## src/rtl/excmode_pkg.sv

```systemverilog
package excmode_pkg;
  localparam int unsigned PAIR_W = 2;
  localparam int unsigned LEVELS = 3;
  localparam int unsigned FIELD_W = PAIR_W * LEVELS;

  typedef logic [FIELD_W-1:0] field_t;

  typedef struct packed {
    logic push;
    logic pop;
    logic load;
  } stack_cmd_t;

  // place a field into a word of width 32 at bit lsb
  function automatic logic [31:0] place_field(field_t f, int unsigned lsb);
    logic [31:0] w;
    w = '0;
    w[lsb +: FIELD_W] = f;
    return w;
  endfunction
endpackage

```

## src/rtl/excmode_evt_ctrl.sv

```systemverilog
module excmode_evt_ctrl
  import excmode_pkg::*;
(
  input  logic       exc_take_i,
  input  logic       exc_return_i,
  input  logic       wr_stat_i,
  input  logic       wr_cache_i,
  output stack_cmd_t stat_cmd_o,
  output stack_cmd_t cache_cmd_o
);
  // priority: exception push, then write per word, then pop
  always_comb begin
    stat_cmd_o.push  = exc_take_i;
    stat_cmd_o.load  = wr_stat_i & ~exc_take_i;
    stat_cmd_o.pop   = exc_return_i & ~exc_take_i & ~wr_stat_i;
    cache_cmd_o.push = exc_take_i;
    cache_cmd_o.load = wr_cache_i & ~exc_take_i;
    cache_cmd_o.pop  = exc_return_i & ~exc_take_i & ~wr_cache_i;
  end
endmodule

```

## src/rtl/excmode_pair_stack.sv

```systemverilog
module excmode_pair_stack
  import excmode_pkg::*;
#(
  parameter int unsigned W     = PAIR_W,
  parameter int unsigned DEPTH = LEVELS
) (
  input  logic               clk_i,
  input  logic               rst_ni,
  input  stack_cmd_t         cmd_i,
  input  logic [W*DEPTH-1:0] load_i,
  output logic [W*DEPTH-1:0] lvls_o
);
  logic [W*DEPTH-1:0] lvl_q;

  for (genvar k = 0; k < DEPTH; k++) begin : g_lvl
    logic [W-1:0] below, above;
    if (k == 0) begin : g_bot
      assign below = '0;
    end else begin : g_mid
      assign below = lvl_q[(k-1)*W +: W];
    end
    if (k == DEPTH-1) begin : g_top
      assign above = lvl_q[k*W +: W];
    end else begin : g_low
      assign above = lvl_q[(k+1)*W +: W];
    end

    always_ff @(posedge clk_i) begin
      if (!rst_ni)          lvl_q[k*W +: W] <= '0;
      else if (cmd_i.push)  lvl_q[k*W +: W] <= below;
      else if (cmd_i.load)  lvl_q[k*W +: W] <= load_i[k*W +: W];
      else if (cmd_i.pop)   lvl_q[k*W +: W] <= above;
    end
  end

  assign lvls_o = lvl_q;
endmodule

```

## src/rtl/excmode_stack.sv

```systemverilog
module excmode_stack
  import excmode_pkg::*;
#(
  parameter int unsigned STAT_LSB  = 0,
  parameter int unsigned CACHE_LSB = 8
) (
  input  logic        clk_i,
  input  logic        rst_ni,
  input  logic        exc_take_i,
  input  logic        exc_return_i,
  input  logic        wr_stat_i,
  input  logic        wr_cache_i,
  input  logic [31:0] sw_wdata_i,
  output logic [31:0] stat_word_o,
  output logic [31:0] cache_word_o
);
  stack_cmd_t stat_cmd, cache_cmd;
  field_t     stat_f, cache_f;
  logic       wdata_unused;

  assign wdata_unused = ^sw_wdata_i;

  excmode_evt_ctrl u_ctrl (
    .exc_take_i  (exc_take_i),
    .exc_return_i(exc_return_i),
    .wr_stat_i   (wr_stat_i),
    .wr_cache_i  (wr_cache_i),
    .stat_cmd_o  (stat_cmd),
    .cache_cmd_o (cache_cmd)
  );

  // pair {privilege, irq enable}
  excmode_pair_stack u_stat (
    .clk_i (clk_i),
    .rst_ni(rst_ni),
    .cmd_i (stat_cmd),
    .load_i(sw_wdata_i[STAT_LSB +: FIELD_W]),
    .lvls_o(stat_f)
  );

  // pair {instr lock, data lock}
  excmode_pair_stack u_cache (
    .clk_i (clk_i),
    .rst_ni(rst_ni),
    .cmd_i (cache_cmd),
    .load_i(sw_wdata_i[CACHE_LSB +: FIELD_W]),
    .lvls_o(cache_f)
  );

  assign stat_word_o  = place_field(stat_f, STAT_LSB);
  assign cache_word_o = place_field(cache_f, CACHE_LSB);
endmodule

```

## config.mk

```make
export PLATFORM = sky130hd
export DESIGN_NAME = excmode_stack
export DESIGN_NICKNAME = d
export VERILOG_FILES = /design/src/rtl/excmode_pkg.sv /design/src/rtl/excmode_evt_ctrl.sv /design/src/rtl/excmode_pair_stack.sv /design/src/rtl/excmode_stack.sv
export SDC_FILE = /design/constraint.sdc
export NUM_CORES = 1
export LEC_CHECK = 0
export BUFFER_PORTS_ARGS = -buffer_cell sky130_fd_sc_hd__buf_4
export CAP_MARGIN = 10
export CORE_ASPECT_RATIO = 1.25
export CORE_MARGIN = 2
export CORE_UTILIZATION = 37
export DETAILED_ROUTE_END_ITERATION = 8
export PLACE_DENSITY = 0.81
export SETUP_SLACK_MARGIN = 0.1
export SYNTH_ARGS = -nofsm -noshare
export SYNTH_HDL_FRONTEND = slang
export SYNTH_SLANG_ARGS = --single-unit
```

## constraint.sdc

```tcl
create_clock -name clk_i -period 1.5 [get_ports clk_i]
set_clock_uncertainty 0.1 [all_clocks]
set_input_delay 0.225 -clock clk_i [delete_from_list [all_inputs] [get_ports clk_i]]
set_output_delay 0.225 -clock clk_i [all_outputs]
set_load 0.05 [all_outputs]
```

==> results of run 1 <==
metrics by stage:
stage | utilization [%] | instance area [um^2] | cells
2_1_floorplan | - | 1280 | 171
3_3_place_gp | 38.7 | 1110 | 178
3_5_place_dp | 38.7 | 1110 | 178
4_1_cts | 39.5 | 1130 | 181
5_1_grt | 39.5 | 1130 | 181
6_report | 39.5 | 1130 | 181
where the power goes:
| group | switching (uW) | leakage [uW] | internal (uW) |
|---|---|---|---|
| registers | 13.9 | 0.0000985 | 336 |
| logic | 407 | 0.000470 | 93.8 |
| clock network | 98.2 | 0.0000138 | 92.6 |
kinds of logic (layout without fill, tap and decap cells):
family / Yosys count / count (layout) / synth area share, %
AO/OA/AOI/OAI: 12 / 12 / 12.0
buffers and inverters: 62 / 36 / 41.3
flip-flops: 12 / 12 / 22.1
multiplexers: 10 / 10 / 10.6
other: 1 / 52 / 0.345
AND/OR/NAND/NOR: 23 / 23 / 13.7
state kept, by name (all words and copies together), names as in the netlist:
register / flops
u_stat.g_lvl.above: 4
u_cache.g_lvl.above: 4
u_stat.g_lvl.below: 2
u_cache.g_lvl.below: 2
metal layers:
layer / wire [um] / vias to the layer above / global-route usage, %
li1: - / 352 / -
met2: 882 / 51 / 17.0
met3: 208 / 0 / 3.00
met1: 654 / 347 / 12.9
met5: 0 / - / 0
met4: 0 / 0 / 3.85
area by class of cell:
type / instances / share of cell area, %
well taps: 36 / 3.99
multi-input cells: 97 / 52.2
flip-flops and latches: 12 / 21.3
repair buffers: 29 / 19.3
clock buffers: 3 / 1.99
inverters: 4 / 1.33
worst max-delay path by stage:
stage | slack (ps) | end | cells after the start | from
finish | 320 | cache_word_o[10] | 1 | u_cache.g_lvl[0].above[0]
global route | 250 | cache_word_o[10] | 1 | u_cache.g_lvl[0].above[0]
CTS | 310 | stat_word_o[2] | 1 | u_stat.g_lvl[0].above[0]
detailed placement | 210 | u_cache.g_lvl[1].below[1] | 3 | wr_cache_i
global placement | 260 | u_cache.g_lvl[1].below[1] | 3 | wr_cache_i
floorplan | 220 | u_cache.g_lvl[1].below[1] | 2 | u_cache.g_lvl[1].below[1]
Yosys cell counts (all sizes together):
master,number,area share (%)
nand4b,4,3.2
conb,1,0.34
o211a,4,3.7
buf,57,40
dfxtp,12,22
or3b,2,1.6
nor3,4,1.8
nand3,4,1.8
o211ai,4,2.8
a2111oi,4,5.5
mux2,6,6.9
inv,4,1.4
mux2i,4,3.7
nand2b,5,2.9
nor2b,4,2.3
clkbuf,1,0.34
==> metrics.txt, run 1 <==
Die Width=52.5 um; total CTS buffers=3; slowest library cell on the worst path=dfxtp_1; CTS tree=done; via count=750; top-level port count=102; drt initial violations=5; Final Hold Violating Endpoints=0; largest net degree at the start of global routing=22; # DRC=0; first-pass GRT wire length=roughly 2.7 mm; GR Overflow Total=0; die area=about 3400 um^2; root buffer cell=clkbuf_4; post-route minimum period=~1200 ps; vias in the first global route=636; Tcrit/Tclk final=78.8%; sink of the worst hold path=u_cache.g_lvl[0].above[0]; hold crit path type=in -> reg; number of routed nets with antenna violations=0; DP HPWL=1.36 mm; Setup Buffers After CTS=0; Sinks on Clock Net=12; Area Growth Syn to Fin=3.91%; R2R Path End=u_cache.g_lvl[1].below[1]; syn_area_per_cell=9.06 um^2; total power=around 1000 uW; worst reg-to-reg path cell count=2; Top Family by Delay on Critical Path=flip-flops; r2r setup slk=between 500 and 600 ps; Final WS setup=318 ps; max-cap check violation count=0; diode count=0; RePlAce Congestion=about 0.64; routed len/inst=9.64 um; DR pass1 iterations=3; Worst-Skew Late Latency=between 200 and 300 ps; reg2reg start=u_cache.g_lvl[1].below[1]; GRT Util Overall=10.5%; sequential element share of the synthesized area=approximately 22%; Final nets=185; Crit path required time=1170 ps; CTS Hold Bufs=0; Fmax=0.846 GHz; Fin Setup TNS=0 ps; Syn. warnings=0; post_cts resized=0; H-tree lvl count=1; Worst VDD drop=approximately 0.44 mV; commonest non-fill, non-tap cell in the layout=conb_1; Synth cell types=19; port bufs=29; initial antenna violation count=0; kind of end point of the critical path=output pin; clock slew at reported path FFs=70 ps; min-delay src=sw_wdata_i[10]; WS Path Type=reg -> out; leak pwr=0.000582 uW; Register Area=between 200 and 250 um^2; Buf/Inv on CP=1; PD cells=a little over 900 nW/um^2; Seq cells post-synth=12; layout cell share with drive strength beyond 1=29.0%; Worst EP arrival=860 ps; Die Height=64.6 um; mapped cell area=1090 um^2; Bufs on Longest Clock Path=2; CP max stage delay=370 ps; RSZ-0062 raised after global routing=false; DRT Wirelength=between 1.5 and 2 mm; Worst Hold Depth=3; vias per std cell=4.14; Post-Place Setup Slack=211 ps; # rows=22; CP Launch Type=flop; setup violators final=0; Final Max Slew Viols=0; maximum fanout along the worst path=4; post-synthesis cell count=120; area of the multi-input gates=slightly below 600 um^2; core footprint=2860 um^2; Fin Hold WS=142 ps; crit-path cells=buf_4; Initial Utilization=a little under two fifths; commonest cells after routing, fill and taps aside=conb_1 (52), buf_4 (29), dfxtp_1 (12); Filler cells=317; status=finished, final reports clean
Note: power is estimated with default switching activity, not from simulation.
==> run 2, diff against run 1 <==
Settings changed: ABC_AREA from default to 1.
Clock period 1.5 ns to 1.15 ns, I/O delays scaled along.
==> run 2 against run 1 <==
Synthesized cell count up 42%. Via count increased by 28%. Total power grew 46%. Final area increased by 17%. Sequential share of layout area is 1.3 points lower. Register-to-register slack lost 320 ps. Global-route usage grew 2.1 points. Clock power increased by 87%. Critical path type unchanged. Critical endpoint unchanged. Largest cell class unchanged.
==> metrics.txt, run 2 <==
status=finished, final reports clean; slowest library cell on the worst path=dfxtp_4; clock slew at reported path FFs=80 ps (about the same); grt met1 use=13.3% (+0.43 points); area of the multi-input gates=577 um^2 (-2.1%); diode count=0 (unchanged); vias per std cell=3.99 (-3.7%); Crit path required time=880 ps (-290 ps); first-pass GRT wire length=3.24 mm (+19%); largest net degree at the start of global routing=17 (-23%); worst reg-to-reg path cell count=4 (+2); R2R Path End=u_stat.g_lvl[0].above[1]; post-synthesis cell count=170 (+42%); met2 usage=23.6% (+6.6 points); Tcrit/Tclk final=93.9%; GRT Util Overall=12.5% (+2.1 points); leak pwr=0.000772 uW (+33%); kind of end point of the critical path=output pin; Syn. warnings=0 (unchanged); layout cell share with drive strength beyond 1=27.3% (-1.6 points); hold crit path type=in -> reg; setup violators final=0 (unchanged); maximum fanout along the worst path=4 (unchanged); top-level port count=102 (unchanged); Worst VDD drop=0.820 mV (+86%); Final nets=244 (+32%); max-cap check violation count=0 (unchanged); min-delay src=rst_ni; Filler cells=311 (-1.9%); Worst EP arrival=810 ps (-50 ps); commonest non-fill, non-tap cell in the layout=conb_1; sequential element share of the synthesized area=22.0% (-0.076 points); share of the synthesized area in the top cell type=36.5% (-0.13 points); Primary FF master, synth=dfxtp_1; H-tree lvl count=1 (unchanged); most common cell in the netlist=buf_4; RePlAce Congestion=0.855 (+33%); Fmax=around 0.93 GHz; Die Width=52.6 um (+0.16%); RSZ-0062 raised after global routing=true; Bufs on Longest Clock Path=2 (unchanged); leading area contributor after synthesis=buf_4; r2r setup slk=190 ps (-320 ps); mapped cell area=1090 um^2 (+0.35%); fin cells=241 (+33%); gr busiest metal=met2; Register Area=263 um^2 (+9.4%); commonest cells after routing, fill and taps aside=conb_1 (52), nand2_1 (48), buf_4 (25); CTS tree=done; Initial Utilization=38.1% (+0.13 points); Synth cell types=14 (-5); initial antenna violation count=0 (unchanged); total power=1520 uW (+46%); largest cells by area after synthesis=buf_4 (36%), dfxtp_1 (22%), nand2_1 (17%); CTS Hold Bufs=0 (unchanged); port bufs=29 (unchanged); crit-path cells=buf_8; fraction of registers with async set/reset=0% (unchanged); Top Family by Delay on Critical Path=flip-flops; number of routed nets with antenna violations=0 (unchanged); Buf/Inv on CP=1 (unchanged); fin util=46.1% (+6.6 points); WS Path Type=reg -> out; GR Overflow Total=0 (unchanged); Final Max Slew Viols=0 (unchanged); Worst-Skew Late Latency=290 ps (+30 ps); via count=962 (+28%); Die Height=64.7 um (+0.15%); met3 Track Usage GR=1.38% (-1.6 points); Cells after DPL=230 (+29%); vias in the first global route=774 (+22%); reg2reg start=u_stat.g_lvl[0].above[1]; routed len/inst=8.78 um (-9.0%); PD cells=1150 nW/um^2 (+25%); CP max stage delay=370 ps (about the same); Area Growth Syn to Fin=20.9%; root buffer cell=clkbuf_4; Post-synth top cells=buf_4 (53), nand2_1 (48), nor2_1 (17); total CTS buffers=3 (unchanged); DP HPWL=1.60 mm (+17%); DRT Wirelength=2.12 mm (+21%); number of synthesized flops with an enable pin=0 (unchanged); Fin Hold WS=45.0 ps (-97.0 ps); Seq cells post-synth=12 (unchanged); Sinks on Clock Net=12 (unchanged); Worst Hold Depth=3 (unchanged); syn_area_per_cell=6.42 um^2 (-29%); post-route minimum period=1080 ps; CP Launch Type=flop; sink of the worst hold path=u_cache.g_lvl[1].above[0]; core footprint=2860 um^2 (unchanged); # DRC=0 (unchanged); Fin Setup TNS=0 ps (unchanged); die area=3400 um^2 (+0.32%); DR pass1 iterations=4 (+1); Final Hold Violating Endpoints=0 (unchanged); # rows=22 (unchanged); drt initial violations=8 (+3)
==> run 2: cell types whose count changed after synthesis, moves of 5 or more <==
| cell | before | now |
|---|---|---|
| nand2b_1 | 5 | 0 |
| nand3_1 | 4 | 16 |
| nand2_1 | 0 | 48 |
| inv_1 | 4 | 10 |
| nor2_1 | 0 | 17 |
==> run 2: per-stage QoR <==
stage	cell area (um^2)	worst slack (ps)
after global routing	1320	63.7
after CTS	1320	69.1
after floorplan	1300	87.1
final	1320	70.5
after detailed placement	1140	7.68
after global placement	1140	44.9
==> run 2: area by class of cell <==
cell class                      count  share of cell area [%]
Clock buffer                        4                    2.75
Tap cell                           36                    3.42
Timing Repair Buffer               37                    27.0
Sequential cell                    12                    19.9
Inverter                           11                    3.13
Multi-Input combinational cell    141                    43.7
==> run 2: worst min-delay path, delay by kind of cell <==
family                 cells  cell delay (ps)
and+or+nand+nor            1               60
buffers and inverters      2              180
==> run 2: how the worst max path moves through the flow <==
stage / start / slack (ps) / to / cells past startpoint
6_report: u_cache.g_lvl[0].above[0] / 70 / cache_word_o[10] / 1
5_1_grt: u_stat.g_lvl[0].above[1] / 60 / stat_word_o[3] / 1
4_1_cts: u_cache.g_lvl[0].above[0] / 70 / cache_word_o[10] / 1
3_5_place_dp: exc_take_i / 8 / u_cache.g_lvl[1].below[1] / 6
3_3_place_gp: exc_take_i / 40 / u_cache.g_lvl[1].below[1] / 6
2_1_floorplan: u_cache.g_lvl[1].above[0] / 90 / u_cache.g_lvl[0].above[0] / 4
==> run 2: layer usage <==
layer / vias up / wire [um]
met5: - / 0
met4: 0 / 38
met3: 4 / 159
met2: 48 / 1110
met1: 428 / 811
li1: 482 / -
==> run 2: where the power goes <==
part           switching, uW  total [uW]  internal [uW]
Sequential              19.7         458            438
Clock                    164         357            193
Combinational            557         707            149
==> run 2: cells by family (layout without fill, tap and decap cells) <==
group	Yosys count	after routing	share of synthesized area (%)
flops	12	12	22.0
simple gates	87	87	34.1
compound gates	2	2	0.917
buf+inv	68	52	42.7
other cells	1	52	0.344
==> run 2: what timing repair did <==
action                                  4_1_cts  5_1_grt
gates resized for setup                      24        1
endpoints found under the setup margin       12       12
setup buffers                                 7        0
